$ cat config.mk
export PLATFORM = sky130hd
export DESIGN_NAME = adc_bus_reader
export DESIGN_NICKNAME = d
export VERILOG_FILES = /design/src/rtl/adc_bus_pkg.sv /design/src/rtl/adc_result_hold.sv /design/src/rtl/adc_bus_decode.sv /design/src/rtl/adc_bus_format.sv /design/src/rtl/adc_bus_reader.sv
export SDC_FILE = /design/constraint.sdc
export NUM_CORES = 1
export LEC_CHECK = 0
export BUFFER_PORTS_ARGS = -buffer_cell sky130_fd_sc_hd__buf_2
export CAP_MARGIN = 20
export CORE_MARGIN = 4
export CORE_UTILIZATION = 46
export CTS_CLUSTER_DIAMETER = 60
export DETAILED_ROUTE_END_ITERATION = 8
export GPL_TIMING_DRIVEN = 0
export PLACE_DENSITY = 0.88
export SLEW_MARGIN = 40
export SYNTH_ARGS = -nofsm -noshare
export SYNTH_HDL_FRONTEND = slang
export SYNTH_SLANG_ARGS = --single-unit
$ cat constraint.sdc
create_clock -name clk -period 1.2 [get_ports clk]
set_input_delay 0.06 -clock clk [delete_from_list [all_inputs] [get_ports clk]]
set_output_delay 0.06 -clock clk [all_outputs]
set_load 0.05 [all_outputs]
$ cat src/rtl/adc_bus_pkg.sv
package adc_bus_pkg;

  // What the bus shows in the current cycle.
  typedef enum logic [1:0] {
    VIEW_OFF  = 2'd0,
    VIEW_WORD = 2'd1,
    VIEW_HIGH = 2'd2,
    VIEW_LOW  = 2'd3
  } view_e;

endpackage

$ cat src/rtl/adc_result_hold.sv
module adc_result_hold #(
  parameter int RES_W = 12
) (
  input  logic             clk,
  input  logic             rst_n,
  input  logic             ld_stb,
  input  logic [RES_W-1:0] ld_val,
  input  logic             conv_busy,
  output logic [RES_W-1:0] result
);

  logic [RES_W-1:0] result_q;
  logic             load_evt;

  assign load_evt = ld_stb;

  always_ff @(posedge clk or negedge rst_n) begin
    if (!rst_n)        result_q <= '0;
    else if (load_evt) result_q <= ld_val;
  end

  assign result = result_q;

  AST_LOAD_CAPTURE: assert property (@(posedge clk) disable iff (!rst_n)
    load_evt |=> (result == $past(ld_val)));

  AST_HOLD_STABLE: assert property (@(posedge clk) disable iff (!rst_n)
    !load_evt |=> $stable(result));

  AST_LOAD_IN_CONVERSION: assert property (@(posedge clk) disable iff (!rst_n)
    load_evt |-> conv_busy);

endmodule

$ cat src/rtl/adc_bus_decode.sv
module adc_bus_decode
  import adc_bus_pkg::*;
(
  input  logic  cs_n,
  input  logic  rd_cnv,
  input  logic  narrow_en,
  input  logic  byte_sel,
  output view_e view,
  output logic  drive_en
);

  logic selected;

  // The bus is driven only in the read phase while the chip is selected.
  assign selected = !cs_n && rd_cnv;
  assign drive_en = selected;

  always_comb begin
    if (!selected)      view = VIEW_OFF;
    else if (!narrow_en) view = VIEW_WORD;
    else if (byte_sel)   view = VIEW_LOW;
    else                 view = VIEW_HIGH;
  end

endmodule

$ cat src/rtl/adc_bus_format.sv
module adc_bus_format
  import adc_bus_pkg::*;
#(
  parameter int RES_W  = 12,
  parameter int BUS_W  = 16,
  parameter int LANE_W = 8
) (
  input  view_e            view,
  input  logic [RES_W-1:0] result,
  output logic [BUS_W-1:0] bus_data
);

  localparam int PAD_W = BUS_W - RES_W;

  // Put the result at the top of the word; the low pad bits are zero.
  function automatic logic [BUS_W-1:0] justify(input logic [RES_W-1:0] r);
    return BUS_W'(r) << PAD_W;
  endfunction

  // Put one lane of the word on the top lane; all other lines are zero.
  function automatic logic [BUS_W-1:0] lane_up(input logic [LANE_W-1:0] b);
    return BUS_W'(b) << (BUS_W - LANE_W);
  endfunction

  logic [BUS_W-1:0]  word;
  logic [LANE_W-1:0] hi_lane;
  logic [LANE_W-1:0] lo_lane;

  assign word    = justify(result);
  assign hi_lane = word[BUS_W-1 -: LANE_W];
  assign lo_lane = word[LANE_W-1:0];

  always_comb begin
    unique case (view)
      VIEW_WORD: bus_data = word;
      VIEW_HIGH: bus_data = lane_up(hi_lane);
      VIEW_LOW:  bus_data = lane_up(lo_lane);
      default:   bus_data = '0;
    endcase
  end

endmodule

$ cat src/rtl/adc_bus_reader.sv
module adc_bus_reader
  import adc_bus_pkg::*;
#(
  parameter int RES_W  = 12,
  parameter int BUS_W  = 16,
  parameter int LANE_W = 8
) (
  input  logic             clk,
  input  logic             rst_n,
  input  logic             cs_n,
  input  logic             rd_cnv,
  input  logic             narrow_en,
  input  logic             byte_sel,
  input  logic             busy_n,
  input  logic             ld_stb,
  input  logic [RES_W-1:0] ld_val,
  output logic [BUS_W-1:0] bus_data,
  output logic             bus_oe
);

  logic [RES_W-1:0] stored;
  view_e            view;
  logic             conv_busy;

  assign conv_busy = !busy_n;

  adc_result_hold #(.RES_W(RES_W)) u_hold (
    .clk       (clk),
    .rst_n     (rst_n),
    .ld_stb    (ld_stb),
    .ld_val    (ld_val),
    .conv_busy (conv_busy),
    .result    (stored)
  );

  adc_bus_decode u_decode (
    .cs_n      (cs_n),
    .rd_cnv    (rd_cnv),
    .narrow_en (narrow_en),
    .byte_sel  (byte_sel),
    .view      (view),
    .drive_en  (bus_oe)
  );

  adc_bus_format #(.RES_W(RES_W), .BUS_W(BUS_W), .LANE_W(LANE_W)) u_format (
    .view     (view),
    .result   (stored),
    .bus_data (bus_data)
  );

  AST_DESELECT_QUIET: assert property (@(posedge clk) disable iff (!rst_n)
    (cs_n || !rd_cnv) |-> (!bus_oe && (bus_data == '0)));

  AST_IDLE_LINES_ZERO: assert property (@(posedge clk) disable iff (!rst_n)
    !bus_oe |-> (bus_data == '0));

  AST_WORD_TRACKS_RESULT: assert property (@(posedge clk) disable iff (!rst_n)
    (bus_oe && !narrow_en) |-> (bus_data[BUS_W-1 -: RES_W] == stored));

  AST_BYTE_LOW_LANE_ZERO: assert property (@(posedge clk) disable iff (!rst_n)
    (bus_oe && narrow_en) |-> (bus_data[LANE_W-1:0] == '0));

endmodule

# Word level (Yosys, flattened, before mapping)

Index checks and enable logic that the tools add are counted.

Bits of input ports: 20
Flip-flop bits (word level): 12
Logic and storage cells: 10
Output and inout bits: 17

Reductions and logical operators: 2
Equality and inequality tests: 3
Multiplexer cells: 4

Operators by type and width:

| operator           | count |
|---|---|
| $pmux 16 s3        | 1 |
| $eq 2x2->1 const B | 2 |
| $mux 2             | 2 |
| $eq 2x1->1 const B | 1 |
| $logic_and 1x1->1  | 1 |
| $logic_not 1->1    | 1 |
| $mux 1             | 1 |

# Depth between registers and ports, before layout

Depth after elaboration: 5
Gate-level depth with buffers: 3
Mapped depth without buffers: 3

# By module

A second synthesis with hierarchy kept.

Cells, all modules: 54
Area total of the unflattened synthesis: 715.7 um^2

By module, submodules not included:

| module          | area an instance (um^2) | times used | sequential area each (um^2) | cells each |
|---|---|---|---|---|
| adc_result_hold | 484.2                   | 1          | 300.3                       | 25 |
| adc_bus_format  | 192.7                   | 1          | 0.0                         | 24 |
| adc_bus_decode  | 35.0                    | 1          | 0.0                         | 4 |
| adc_bus_reader  | 3.8                     | 1          | 0.0                         | 1 |

# Least setup slack after synthesis

OpenSTA, ideal clock, no wires.

Path type: reg-to-output
From: register u_hold.result_q[8] (netlist: u_hold.result[8])
To: output bus_data[12]
Buffers on the path: 0
Cell stages (with the launch flop): 3
Arrival: 1.309 ns
Data required time: 1.140 ns
Path slack: -0.169 ns
Cell sequence: dfrtp_1 a21bo_2 a21oi_1

Cells in the longest elaborated chain, start to end: 1

Ends and longest elaborated chain:

| element                | line                  | text |
|---|---|---|
| from (decl)            | adc_result_hold.sv:12 | `logic [RES_W-1:0] result_q;` |
| from (signal assigned) | adc_result_hold.sv:19 | `else if (load_evt) result_q <= ld_val;` |
| $pmux 16 s3            | adc_bus_format.sv:34  | `unique case (view)` |
| to (decl)              | adc_bus_reader.sv:17  | `output logic [BUS_W-1:0] bus_data,` |

No other way between the ends.

# Final worst setup path

From: register u_hold.result_q[9] (netlist: u_hold.result[9])
To: output bus_data[13]

The elaborated chain is that of the path after synthesis.

==> flow_results.xml <==
<?xml version="1.0" encoding="UTF-8"?>
<metrics>
  <group name="clocking">
    <metric name="root_buffer" unit="">sky130_fd_sc_hd__clkbuf_4</metric>
    <metric name="htreeDepth" unit="">1</metric>
    <metric name="worst_setup_hold_path_clk_slew" unit="ps">70</metric>
    <metric name="number_of_clock_sinks" unit="">12</metric>
    <metric name="ctsLongestPathBuffers" unit="">2</metric>
    <metric name="cts_tree" unit="">built</metric>
    <metric name="cts_made_buffers" unit="">3</metric>
    <metric name="insertion_delay" unit="ps">270</metric>
  </group>
  <group name="timing">
    <metric name="timing.final.setup_violations" unit="">1</metric>
    <metric name="skew" unit="ps">0</metric>
    <metric name="max_freq" unit="MHz">823.5</metric>
    <metric name="report.final.slew_viol_count" unit="">0</metric>
    <metric name="final_cycle_utilization_of_the_critical_path" unit="%">101.2</metric>
    <metric name="post-route-worst-setup-slack" unit="ps">-14.27</metric>
    <metric name="final-hold-violation-count" unit="">0</metric>
    <metric name="finalHoldWorstSlack" unit="ps">11.33</metric>
    <metric name="period_needed" unit="ps">1214</metric>
    <metric name="setup_repair_after_global_routing_missed_its_margin" unit="">yes</metric>
  </group>
  <group name="cells_and_area">
    <metric name="antennaDiodeCount" unit="">0</metric>
    <metric name="fill_cells" unit="">100</metric>
    <metric name="largest_reg_flops" unit="">12</metric>
    <metric name="nets" unit="">120</metric>
    <metric name="fraction_of_final_layout_cells_with_drive_strength_greater_than_1" unit="%">69.70</metric>
    <metric name="syn2layout_area_growth" unit="%">43.13</metric>
  </group>
  <group name="grt">
    <metric name="grt.overflow.total" unit="">0</metric>
    <metric name="first_global_vias" unit="">535</metric>
    <metric name="grt_max_degree" unit="">13</metric>
    <metric name="antenna_found_initial" unit="">0</metric>
    <metric name="global_route_wire_length_before_repair" unit="mm">2.352</metric>
    <metric name="aggregate_global_route_resource_usage" unit="%">15.73</metric>
  </group>
  <group name="power">
    <metric name="leakagePower" unit="nW">0.5578</metric>
    <metric name="vdd_ir_drop_max" unit="mV">0.7239</metric>
    <metric name="total_power_per_unit_cell_area" unit="nW/µm²">1115</metric>
  </group>
  <group name="drt">
    <metric name="finalWirelength" unit="mm">1.493</metric>
    <metric name="via_count" unit="">554</metric>
    <metric name="drt_first_pass_iters" unit="">4</metric>
    <metric name="drtIter0Drc" unit="">3</metric>
    <metric name="wl_per_cell" unit="µm">13.10</metric>
    <metric name="antenna_violating_nets_post_route" unit="">0</metric>
    <metric name="drc" unit="">0</metric>
    <metric name="vias_per_cell" unit="">4.860</metric>
  </group>
  <group name="synth">
    <metric name="post-synth-top-count-cell" unit="">sky130_fd_sc_hd__dfrtp_1</metric>
    <metric name="synth_seq_area_share" unit="%">42.25</metric>
    <metric name="yosys_most_used_dff" unit="">sky130_fd_sc_hd__dfrtp_1</metric>
    <metric name="yosys-top-cells-count" unit="">sky130_fd_sc_hd__dfrtp_1, sky130_fd_sc_hd__mux2_4</metric>
    <metric name="synth_largest_type_area_fraction" unit="%">42.25</metric>
    <metric name="syn-mean-instance-area" unit="µm²">12.69</metric>
    <metric name="syn_area" unit="µm²">710.7</metric>
    <metric name="synth.top_cells.by_area" unit="">sky130_fd_sc_hd__dfrtp_1, sky130_fd_sc_hd__mux2_4, sky130_fd_sc_hd__a21bo_2, sky130_fd_sc_hd__buf_6, sky130_fd_sc_hd__buf_4</metric>
    <metric name="post_synthesis_sequential_element_count" unit="">12</metric>
    <metric name="synth-edff-count" unit="">0</metric>
    <metric name="yosysTopAreaCell" unit="">sky130_fd_sc_hd__dfrtp_1</metric>
    <metric name="post_synth_num_cell_types" unit="">15</metric>
    <metric name="synthesis.instances" unit="">56</metric>
    <metric name="asyncSetResetFlopFracSynth" unit="%">100.0</metric>
    <metric name="synthesis.yosys.warnings" unit="">0</metric>
  </group>
  <group name="critical_path">
    <metric name="timing.critical_path.from_type" unit="">register</metric>
    <metric name="endpoint_kind" unit="">output pin</metric>
    <metric name="timing_worst_setup_path_type" unit="">register to output pin</metric>
    <metric name="cp_data_required_time" unit="ps">1140</metric>
    <metric name="crit_fanout" unit="">2</metric>
    <metric name="wp_data_arrival" unit="ps">1150</metric>
  </group>
  <group name="place">
    <metric name="place.gp.congestion" unit="">0.7083</metric>
    <metric name="dp_slack" unit="ps">173.0</metric>
    <metric name="portBuffers" unit="">29</metric>
    <metric name="place.detailed.hpwl" unit="mm">1.179</metric>
  </group>
  <group name="floorplanning">
    <metric name="num_io_pins" unit="">37</metric>
    <metric name="core_area" unit="µm²">1383</metric>
    <metric name="placementRows" unit="">13</metric>
    <metric name="die-area" unit="µm²">2238</metric>
    <metric name="die_width" unit="µm">47.31</metric>
    <metric name="die_h" unit="µm">47.31</metric>
    <metric name="starting_utilization_of_the_core_area" unit="%">51.40</metric>
  </group>
  <group name="run_status">
    <metric name="status" unit="">finished, violations left</metric>
    <metric name="failed_checks" unit="">negative setup slack</metric>
  </group>
  <group name="run">
    <metric name="drv_cap" unit="">0</metric>
  </group>
  <group name="hold_path">
    <metric name="min-delay-path-class" unit="">input pin to register</metric>
  </group>
</metrics>
## kinds of logic after synthesis
group	share of synthesized area [%]
AO/OA/AOI/OAI	8.451
multiplexers	24.29
flip-flops	42.25
AND/OR/NAND/NOR	14.96
buffers and inverters	9.506
other	0.5277
## placed cells by master, fill, tap and decap left out
master / synthesis / routed
sky130_fd_sc_hd__buf_2: 0 / 25
sky130_fd_sc_hd__dfrtp_1: 12 / 12
sky130_fd_sc_hd__mux2_4: 10 / 10
sky130_fd_sc_hd__buf_4: 4 / 10
sky130_fd_sc_hd__buf_6: 3 / 7
sky130_fd_sc_hd__and3_1: 4 / 4
sky130_fd_sc_hd__nand3_1: 4 / 4
sky130_fd_sc_hd__a21bo_2: 4 / 4
sky130_fd_sc_hd__a21oi_2: 0 / 4
sky130_fd_sc_hd__and2_1: 4 / 4
sky130_fd_sc_hd__conb_1: 1 / 4
sky130_fd_sc_hd__clkbuf_4: 0 / 3
sky130_fd_sc_hd__mux2_2: 2 / 2
sky130_fd_sc_hd__nand2_1: 1 / 1
sky130_fd_sc_hd__nand2b_4: 1 / 1
sky130_fd_sc_hd__inv_2: 1 / 1
sky130_fd_sc_hd__nor3b_4: 1 / 1
sky130_fd_sc_hd__clkbuf_8: 0 / 1
sky130_fd_sc_hd__dlygate4sd3_1: 0 / 1
## final cells by class
class	count	area [µm²]	area share, %
plain buffers	7	63.81	6.273
flip-flops and latches	12	300.3	29.52
well taps	15	18.77	1.845
multi-input cells	39	369.1	36.29
inverters	1	3.754	0.3690
repair buffers	36	225.2	22.14
clock buffers	4	36.28	3.567
## what timing repair did
| item | 4_1_cts | 5_1_grt |
|---|---|---|
| pin swaps | 4 | 1 |
| hold buffers | 1 | 0 |
| gates resized for setup | 8 | 0 |
| hold endpoints to repair | 12 | 0 |
| setup endpoints to repair | 4 | 4 |
| setup buffers | 4 | 2 |
| cloned | 0 | 0 |
## metrics by stage
stage | area (µm²) | std cells | TNS (ps) | power (mW) | util, %
after floorplan | 737.0 | 59 | 0 | 0.7118 | -
final | 1017 | 114 | -14.27 | 1.134 | 73.57
after global placement | 900.9 | 103 | 0 | 0.7796 | 65.16
after CTS | 1002 | 112 | -17.86 | 1.136 | 72.49
after detailed placement | 900.9 | 103 | 0 | 0.7908 | 65.16
after global routing | 1017 | 114 | -242.1 | 1.195 | 73.57
## worst max-delay path, stage by stage, from the launching register on
cell and delay, ps:
sky130_fd_sc_hd__dfrtp_1 350, sky130_fd_sc_hd__a21bo_2 230, sky130_fd_sc_hd__a21oi_2 140, sky130_fd_sc_hd__buf_6 170
## where the power goes
part / internal (mW) / switching, mW
Combinational: 0.172 / 0.184
Clock: 0.184 / 0.126
Sequential: 0.445 / 0.0228
## final timing paths
check	from	endpoint	slack, ps	cells past startpoint
max	u_hold.result[9]	bus_data[13]	-10	3
max reg2reg	u_hold.result[9]	u_hold.result[9]	200	3
min in group asynchronous	rst_n	u_hold.result[0]	220	2
min	ld_val[2]	u_hold.result[2]	10	2
max in group asynchronous	rst_n	u_hold.result[6]	770	2
min reg2reg	u_hold.result[6]	u_hold.result[6]	510	1
## layer usage
| metal | wire, µm | vias to the layer above | track usage [%] |
|---|---|---|---|
| met5 | 0 | - | 0 |
| met4 | 10 | 0 | 2.762 |
| met3 | 147 | 2 | 8.812 |
| met2 | 844 | 23 | 27.81 |
| met1 | 490 | 258 | 16.35 |
| li1 | - | 271 | - |
(Power assumes the default switching activity.)
